### src/rtl/bcs_pkg.sv
package bcs_pkg;
  localparam int REG_W    = 16;
  localparam int PA_HI_W  = 4;
  localparam int PA_LO_W  = 16;
  localparam int PA_W     = PA_HI_W + PA_LO_W;
  localparam int STRAP_W  = 4;

  localparam int OFS_STATUS = 0;
  localparam int OFS_PCTL   = 1;
  localparam int OFS_PLO    = 2;

  localparam int B_RESET  = 15;
  localparam int B_MEDIUM = 14;
  localparam int B_ATTN   = 13;
  localparam int B_IEN    = 12;
  localparam int B_PIEN   = 11;
  localparam int B_PERR   = 9;
  localparam int B_IRQ    = 8;
  localparam int B_SECBUS = 5;
  localparam int B_WIDE   = 4;

  localparam int B_ACK    = 8;
  localparam int B_SRC    = 7;
  localparam int B_LANE   = 6;

  localparam logic [REG_W-1:0] WR_MASK = 16'hF830;

  typedef struct packed {
    logic               src;
    logic               lane;
    logic [PA_HI_W-1:0] hi;
    logic [PA_LO_W-1:0] lo;
  } perr_cap_t;
endpackage

### src/rtl/bcs_ctrl_word.sv
module bcs_ctrl_word
  import bcs_pkg::*;
(
  input  logic             clk,
  input  logic             rst,
  input  logic             wr_en,
  input  logic [REG_W-1:0] wdata,
  output logic [REG_W-1:0] ctl_q
);
  always_ff @(posedge clk) begin
    if (rst)        ctl_q <= '0;
    else if (wr_en) ctl_q <= wdata & WR_MASK;
  end
endmodule

### src/rtl/bcs_par_capture.sv
module bcs_par_capture
  import bcs_pkg::*;
(
  input  logic            clk,
  input  logic            rst,
  input  logic            strobe,
  input  logic            src,
  input  logic            lane,
  input  logic [PA_W-1:0] addr,
  input  logic            ack,
  output logic            flag_q,
  output perr_cap_t       cap_q
);
  always_ff @(posedge clk) begin
    if (rst || ack) begin
      flag_q <= 1'b0;
      cap_q  <= '0;
    end else if (strobe && !flag_q) begin
      flag_q   <= 1'b1;
      cap_q.src  <= src;
      cap_q.lane <= lane;
      cap_q.hi   <= addr[PA_W-1:PA_LO_W];
      cap_q.lo   <= addr[PA_LO_W-1:0];
    end
  end
endmodule

### src/rtl/bcs_irq_merge.sv
module bcs_irq_merge (
  input  logic clk,
  input  logic rst,
  input  logic ctlr_irq,
  input  logic perr_flag,
  input  logic ien,
  input  logic pien,
  output logic irq_flag_q,
  output logic host_irq_q
);
  always_ff @(posedge clk) begin
    if (rst) begin
      irq_flag_q <= 1'b0;
      host_irq_q <= 1'b0;
    end else begin
      irq_flag_q <= ctlr_irq;
      host_irq_q <= (irq_flag_q & ien) | (perr_flag & pien);
    end
  end
endmodule

### src/rtl/bcs_read_mux.sv
module bcs_read_mux
  import bcs_pkg::*;
#(
  parameter int ADDR_W = 2
) (
  input  logic              clk,
  input  logic              rst,
  input  logic              rd,
  input  logic [ADDR_W-1:0] addr,
  input  logic [REG_W-1:0]  stat_w,
  input  logic [REG_W-1:0]  pctl_w,
  input  logic [REG_W-1:0]  plo_w,
  output logic [REG_W-1:0]  rdata_q
);
  logic [REG_W-1:0] sel_w;

  always_comb begin
    case (addr)
      ADDR_W'(OFS_STATUS): sel_w = stat_w;
      ADDR_W'(OFS_PCTL):   sel_w = pctl_w;
      ADDR_W'(OFS_PLO):    sel_w = plo_w;
      default:             sel_w = '0;
    endcase
  end

  always_ff @(posedge clk) begin
    if (rst)     rdata_q <= '0;
    else if (rd) rdata_q <= sel_w;
  end
endmodule

### src/rtl/bcs_regs.sv
module bcs_regs
  import bcs_pkg::*;
#(
  parameter int ADDR_W = 2
) (
  input  logic                clk,
  input  logic                rst,
  input  logic                host_wr,
  input  logic                host_rd,
  input  logic [ADDR_W-1:0]   host_addr,
  input  logic [REG_W-1:0]    host_wdata,
  output logic [REG_W-1:0]    host_rdata_o,
  input  logic [STRAP_W-1:0]  ram_base_strap_i,
  input  logic                ctlr_irq_i,
  input  logic                par_err_i,
  input  logic                par_src_i,
  input  logic                par_lane_i,
  input  logic [PA_W-1:0]     par_addr_i,
  output logic                ctlr_reset_o,
  output logic                on_medium_o,
  output logic                chan_attn_o,
  output logic                sec_bus_en_o,
  output logic                wide_ram_o,
  output logic                host_irq_o
);
  logic [REG_W-1:0] ctl_q;
  logic             perr_q;
  perr_cap_t        cap_q;
  logic             irq_flag_q;
  logic             stat_wr;
  logic             ack;
  logic [REG_W-1:0] stat_w, pctl_w, plo_w;

  assign stat_wr = host_wr && (host_addr == ADDR_W'(OFS_STATUS));
  assign ack     = host_wr && (host_addr == ADDR_W'(OFS_PCTL)) && host_wdata[B_ACK];

  bcs_ctrl_word u_ctrl (
    .clk(clk), .rst(rst), .wr_en(stat_wr), .wdata(host_wdata), .ctl_q(ctl_q)
  );

  bcs_par_capture u_cap (
    .clk(clk), .rst(rst), .strobe(par_err_i), .src(par_src_i),
    .lane(par_lane_i), .addr(par_addr_i), .ack(ack),
    .flag_q(perr_q), .cap_q(cap_q)
  );

  bcs_irq_merge u_irq (
    .clk(clk), .rst(rst), .ctlr_irq(ctlr_irq_i), .perr_flag(perr_q),
    .ien(ctl_q[B_IEN]), .pien(ctl_q[B_PIEN]),
    .irq_flag_q(irq_flag_q), .host_irq_q(host_irq_o)
  );

  always_comb begin
    stat_w                   = ctl_q;
    stat_w[B_PERR]           = perr_q;
    stat_w[B_IRQ]            = irq_flag_q;
    stat_w[STRAP_W-1:0]      = ram_base_strap_i;
    pctl_w                   = '0;
    pctl_w[B_SRC]            = cap_q.src;
    pctl_w[B_LANE]           = cap_q.lane;
    pctl_w[PA_HI_W-1:0]      = cap_q.hi;
    plo_w                    = cap_q.lo;
  end

  bcs_read_mux #(.ADDR_W(ADDR_W)) u_rd (
    .clk(clk), .rst(rst), .rd(host_rd), .addr(host_addr),
    .stat_w(stat_w), .pctl_w(pctl_w), .plo_w(plo_w), .rdata_q(host_rdata_o)
  );

  assign ctlr_reset_o = ctl_q[B_RESET];
  assign on_medium_o  = ctl_q[B_MEDIUM];
  assign chan_attn_o  = ctl_q[B_ATTN];
  assign sec_bus_en_o = ctl_q[B_SECBUS];
  assign wide_ram_o   = ctl_q[B_WIDE];
endmodule

### config.mk
export PLATFORM = sky130hd
export DESIGN_NAME = bcs_regs
export DESIGN_NICKNAME = d
export VERILOG_FILES = /design/src/rtl/bcs_pkg.sv /design/src/rtl/bcs_ctrl_word.sv /design/src/rtl/bcs_par_capture.sv /design/src/rtl/bcs_irq_merge.sv /design/src/rtl/bcs_read_mux.sv /design/src/rtl/bcs_regs.sv
export SDC_FILE = /design/constraint.sdc
export NUM_CORES = 1
export LEC_CHECK = 0
export ABC_AREA = 1
export ABC_CLOCK_PERIOD_IN_PS = 840
export CORE_MARGIN = 2
export CORE_UTILIZATION = 43
export DETAILED_ROUTE_END_ITERATION = 16
export GPL_TIMING_DRIVEN = 0
export PLACE_DENSITY = 0.75
export SETUP_SLACK_MARGIN = 0.2
export SYNTH_ARGS = -nofsm -noshare
export SYNTH_HDL_FRONTEND = slang
export SYNTH_HIERARCHICAL = 1
export SYNTH_SLANG_ARGS = --single-unit
### constraint.sdc
create_clock -name clk -period 0.84 [get_ports clk]
set_input_delay 0.168 -clock clk [delete_from_list [all_inputs] [get_ports clk]]
set_output_delay 0.168 -clock clk [all_outputs]
set_load 0.05 [all_outputs]
==> impl_summary.log <==
[metrics] area of the mapped netlist: between 2000 and 2500 um^2
[metrics] peak per-stage delay on the critical path: approximately 370 ps
[metrics] DR pass1 iterations: 5
[metrics] latest clock arrival within the worst-skew pair: around 300 ps
[metrics] Peak Freq: roughly 1 GHz
[metrics] first-pass GRT wire length: about 11000 um
[metrics] setup clock skew after layout: ~6.3 ps
[metrics] number of nets in the final layout: approximately 520
[metrics] failing checks: negative setup slack
[metrics] remaining global-route overflow: 0
[metrics] static leakage: roughly 0.0021 uW
[metrics] buffers added on ports: 62
[metrics] critical-path cell list: buf_8
[metrics] number of global-route vias before repair: between 2000 and 2500
[metrics] number of vias per cell: ~4.6
[metrics] antenna violations before repair: 0
[metrics] Pwr Density: approximately 1300 nW/um^2
[metrics] Synth Warn #: 6
[metrics] sum of internal, switching and leakage power: ~5700 uW
[metrics] data arrival time of the critical path: slightly above 800 ps
[metrics] number of instances in the synthesized netlist: roughly 350
[metrics] total CTS buffers: 5
[metrics] full die area: between 6000 and 7000 um^2
[metrics] residual antenna-violating net count after detailed routing: 0
[metrics] slowest CP cell: dfxtp_4
[metrics] final hold violation count: 0
[metrics] RSZ-0062 raised after global routing: true
[metrics] Worst-path clk slew: 80 ps
[metrics] vertical die dimension: slightly below 80 um
[metrics] gate family responsible for the most delay along the worst path: flip-flops
[metrics] post-route cell area: ~4400 um^2
[metrics] starting DRC count in detailed routing: between 100 and 150
[metrics] placed instance area: ~3500 um^2
[metrics] peak fanout along the critical path: 2
[metrics] run status: finished, violations left
[metrics] I/O pin total: 72
[metrics] Std-Cell Rows: 27
[metrics] maximum vdd drop: a little over 800 uV
[metrics] Cell Count, Final, Fillers Out: roughly 550
[metrics] clock root buffer master: clkbuf_8
[metrics] # H-tree levels: 2
[metrics] Final Critical Period: between 900 and 1000 ps
[metrics] GRT Util Overall: between 20 and 25%
[metrics] worst path bufs/invs: 1
[metrics] final core utilization: roughly four fifths
[metrics] max_cap viols: 0
[metrics] Final setup violation count: 46
[metrics] area delta synth->final: 83.3%
[metrics] fraction of layout instances using a drive strength above 1: between 50% and 60%
[metrics] wire length on met1: 2930 um
[metrics] type of the worst setup path: reg -> out
[metrics] Critical Path Start Type: flop
[metrics] CTS hold repair buffers: 0
[metrics] DRT Wirelength: roughly 7000 um
[metrics] required time of the worst setup path: between 600 and 700 ps
[metrics] total met3 wirelength after detailed routing: about 270 um
[metrics] gpl congestion: roughly 0.8
[metrics] fill cell instance count of the final layout: 349
[metrics] via count: 2520
[metrics] CTS tree: built
[metrics] min-delay worst type: in -> reg
[metrics] clk buf depth: 2
[metrics] count of inserted antenna diode cells: 0
[metrics] die span in x: 78.8 um
[metrics] Period Utilization, post-route: 117%
[metrics] worst setup slack before clock tree synthesis: -898 ps
[metrics] count of pins over their slew limit: 0
[metrics] half-perimeter wire length after placement: just over 4000 um
[metrics] largest net degree at the start of global routing: 15
[metrics] top routing layer used: met4
[metrics] # placed instances: slightly below 500
[metrics] initial core utilization: roughly 44%
[metrics] mean cell area of the mapped netlist: around 6.9 um^2
[metrics] CTS sink count: between 40 and 50
[metrics] post-detailed-route wirelength per cell: between 10 and 15 um
[metrics] Remaining DRCs: 0
[metrics] standard cell core area: approximately 5400 um^2
[metrics] met2 routed WL: between 3000 and 4000 um
[metrics] Critical Path Sink Type: output port
[metrics] Worst Setup Slack, final: -143 ps
## metrics by stage
step / hold WS (ps) / setup TNS, ps
floorplan: 223 / -212
global placement: 439 / -44910
detailed placement: 444 / -45490
CTS: 109 / -4420
global route: 108 / -5940
finish: 118 / -4330
## timing repair
| action | CTS | global route |
|---|---|---|
| pin swaps | 68 | 30 |
| endpoints found under the setup margin | 70 | 69 |
| gates cloned | 6 | 0 |
| buffers inserted | 22 | 13 |
| gates resized for setup | 293 | 36 |
| hold endpoints to repair | 0 | 0 |
## power breakdown
group | internal (uW) | switching, uW
clock network | 671 | 749
logic | 845 | 835
registers | 2430 | 127
## cell type report
type                       instances  area (um^2)  area share [%]
timing repair buffer             103         1130            25.6
inverter                          37          178            4.03
clock inverter                     1         6.26           0.142
tap                               72         90.1            2.04
multi-input combinational        253         1580            35.8
buffer                            24          305            6.92
clock buffer                       7         86.3            1.96
sequential                        48         1040            23.5
## cell usage in the layout (no fill, tap or decap)
cell type	instances
nand2_1	59
nand3_2	52
nor2_1	43
clkdlybuf4s50_1	33
dfxtp_2	33
inv_1	31
buf_4	29
buf_6	25
nand2_2	24
buf_8	23
nand3_1	18
nor2_2	14
a21oi_2	14
conb_1	13
clkbuf_8	10
dfxtp_4	9
nor2_4	6
dfxtp_1	6
buf_12	5
nand2_4	4
a21oi_1	3
inv_4	2
dlygate4sd2_1	2
inv_8	2
inv_16	1
nand2_8	1
clkbuf_1	1
buf_16	1
buf_2	1
dlymetal6s2s_1	1
clkdlybuf4s15_2	1
inv_2	1
o21a_1	1
nor2_8	1
inv_6	1
clkbuf_16	1
clkbuf_4	1
## state kept, by name, summed over array words and instances, names as in the netlist
signal            cells
u_rd/rdata_q         16
u_ctrl/ctl_q          7
u_irq/host_irq_q      1
u_cap/cap_q          22
u_cap/flag_q          1
u_irq/irq_flag_q      1
## layer usage
layer | up-vias | global-route usage [%]
met3 | 10 | 3.18
met1 | 1124 | 25.9
met4 | 0 | 9.30
li1 | 1319 | -
met2 | 67 | 40.1
met5 | - | 0
## path summary, 6_finish.rpt
kind	from	to	slack, ps	cells past startpoint
hold reg to reg	u_cap/cap_q[11]	u_cap/cap_q[11]	460	2
hold / removal	host_rd	u_rd/rdata_q[14]	120	3
setup / recovery	u_ctrl/ctl_q[14]	on_medium_o	-140	1
setup reg to reg	u_cap/flag_q	u_cap/cap_q[3]	-90	4
Note: power is estimated with default switching activity, not from simulation.
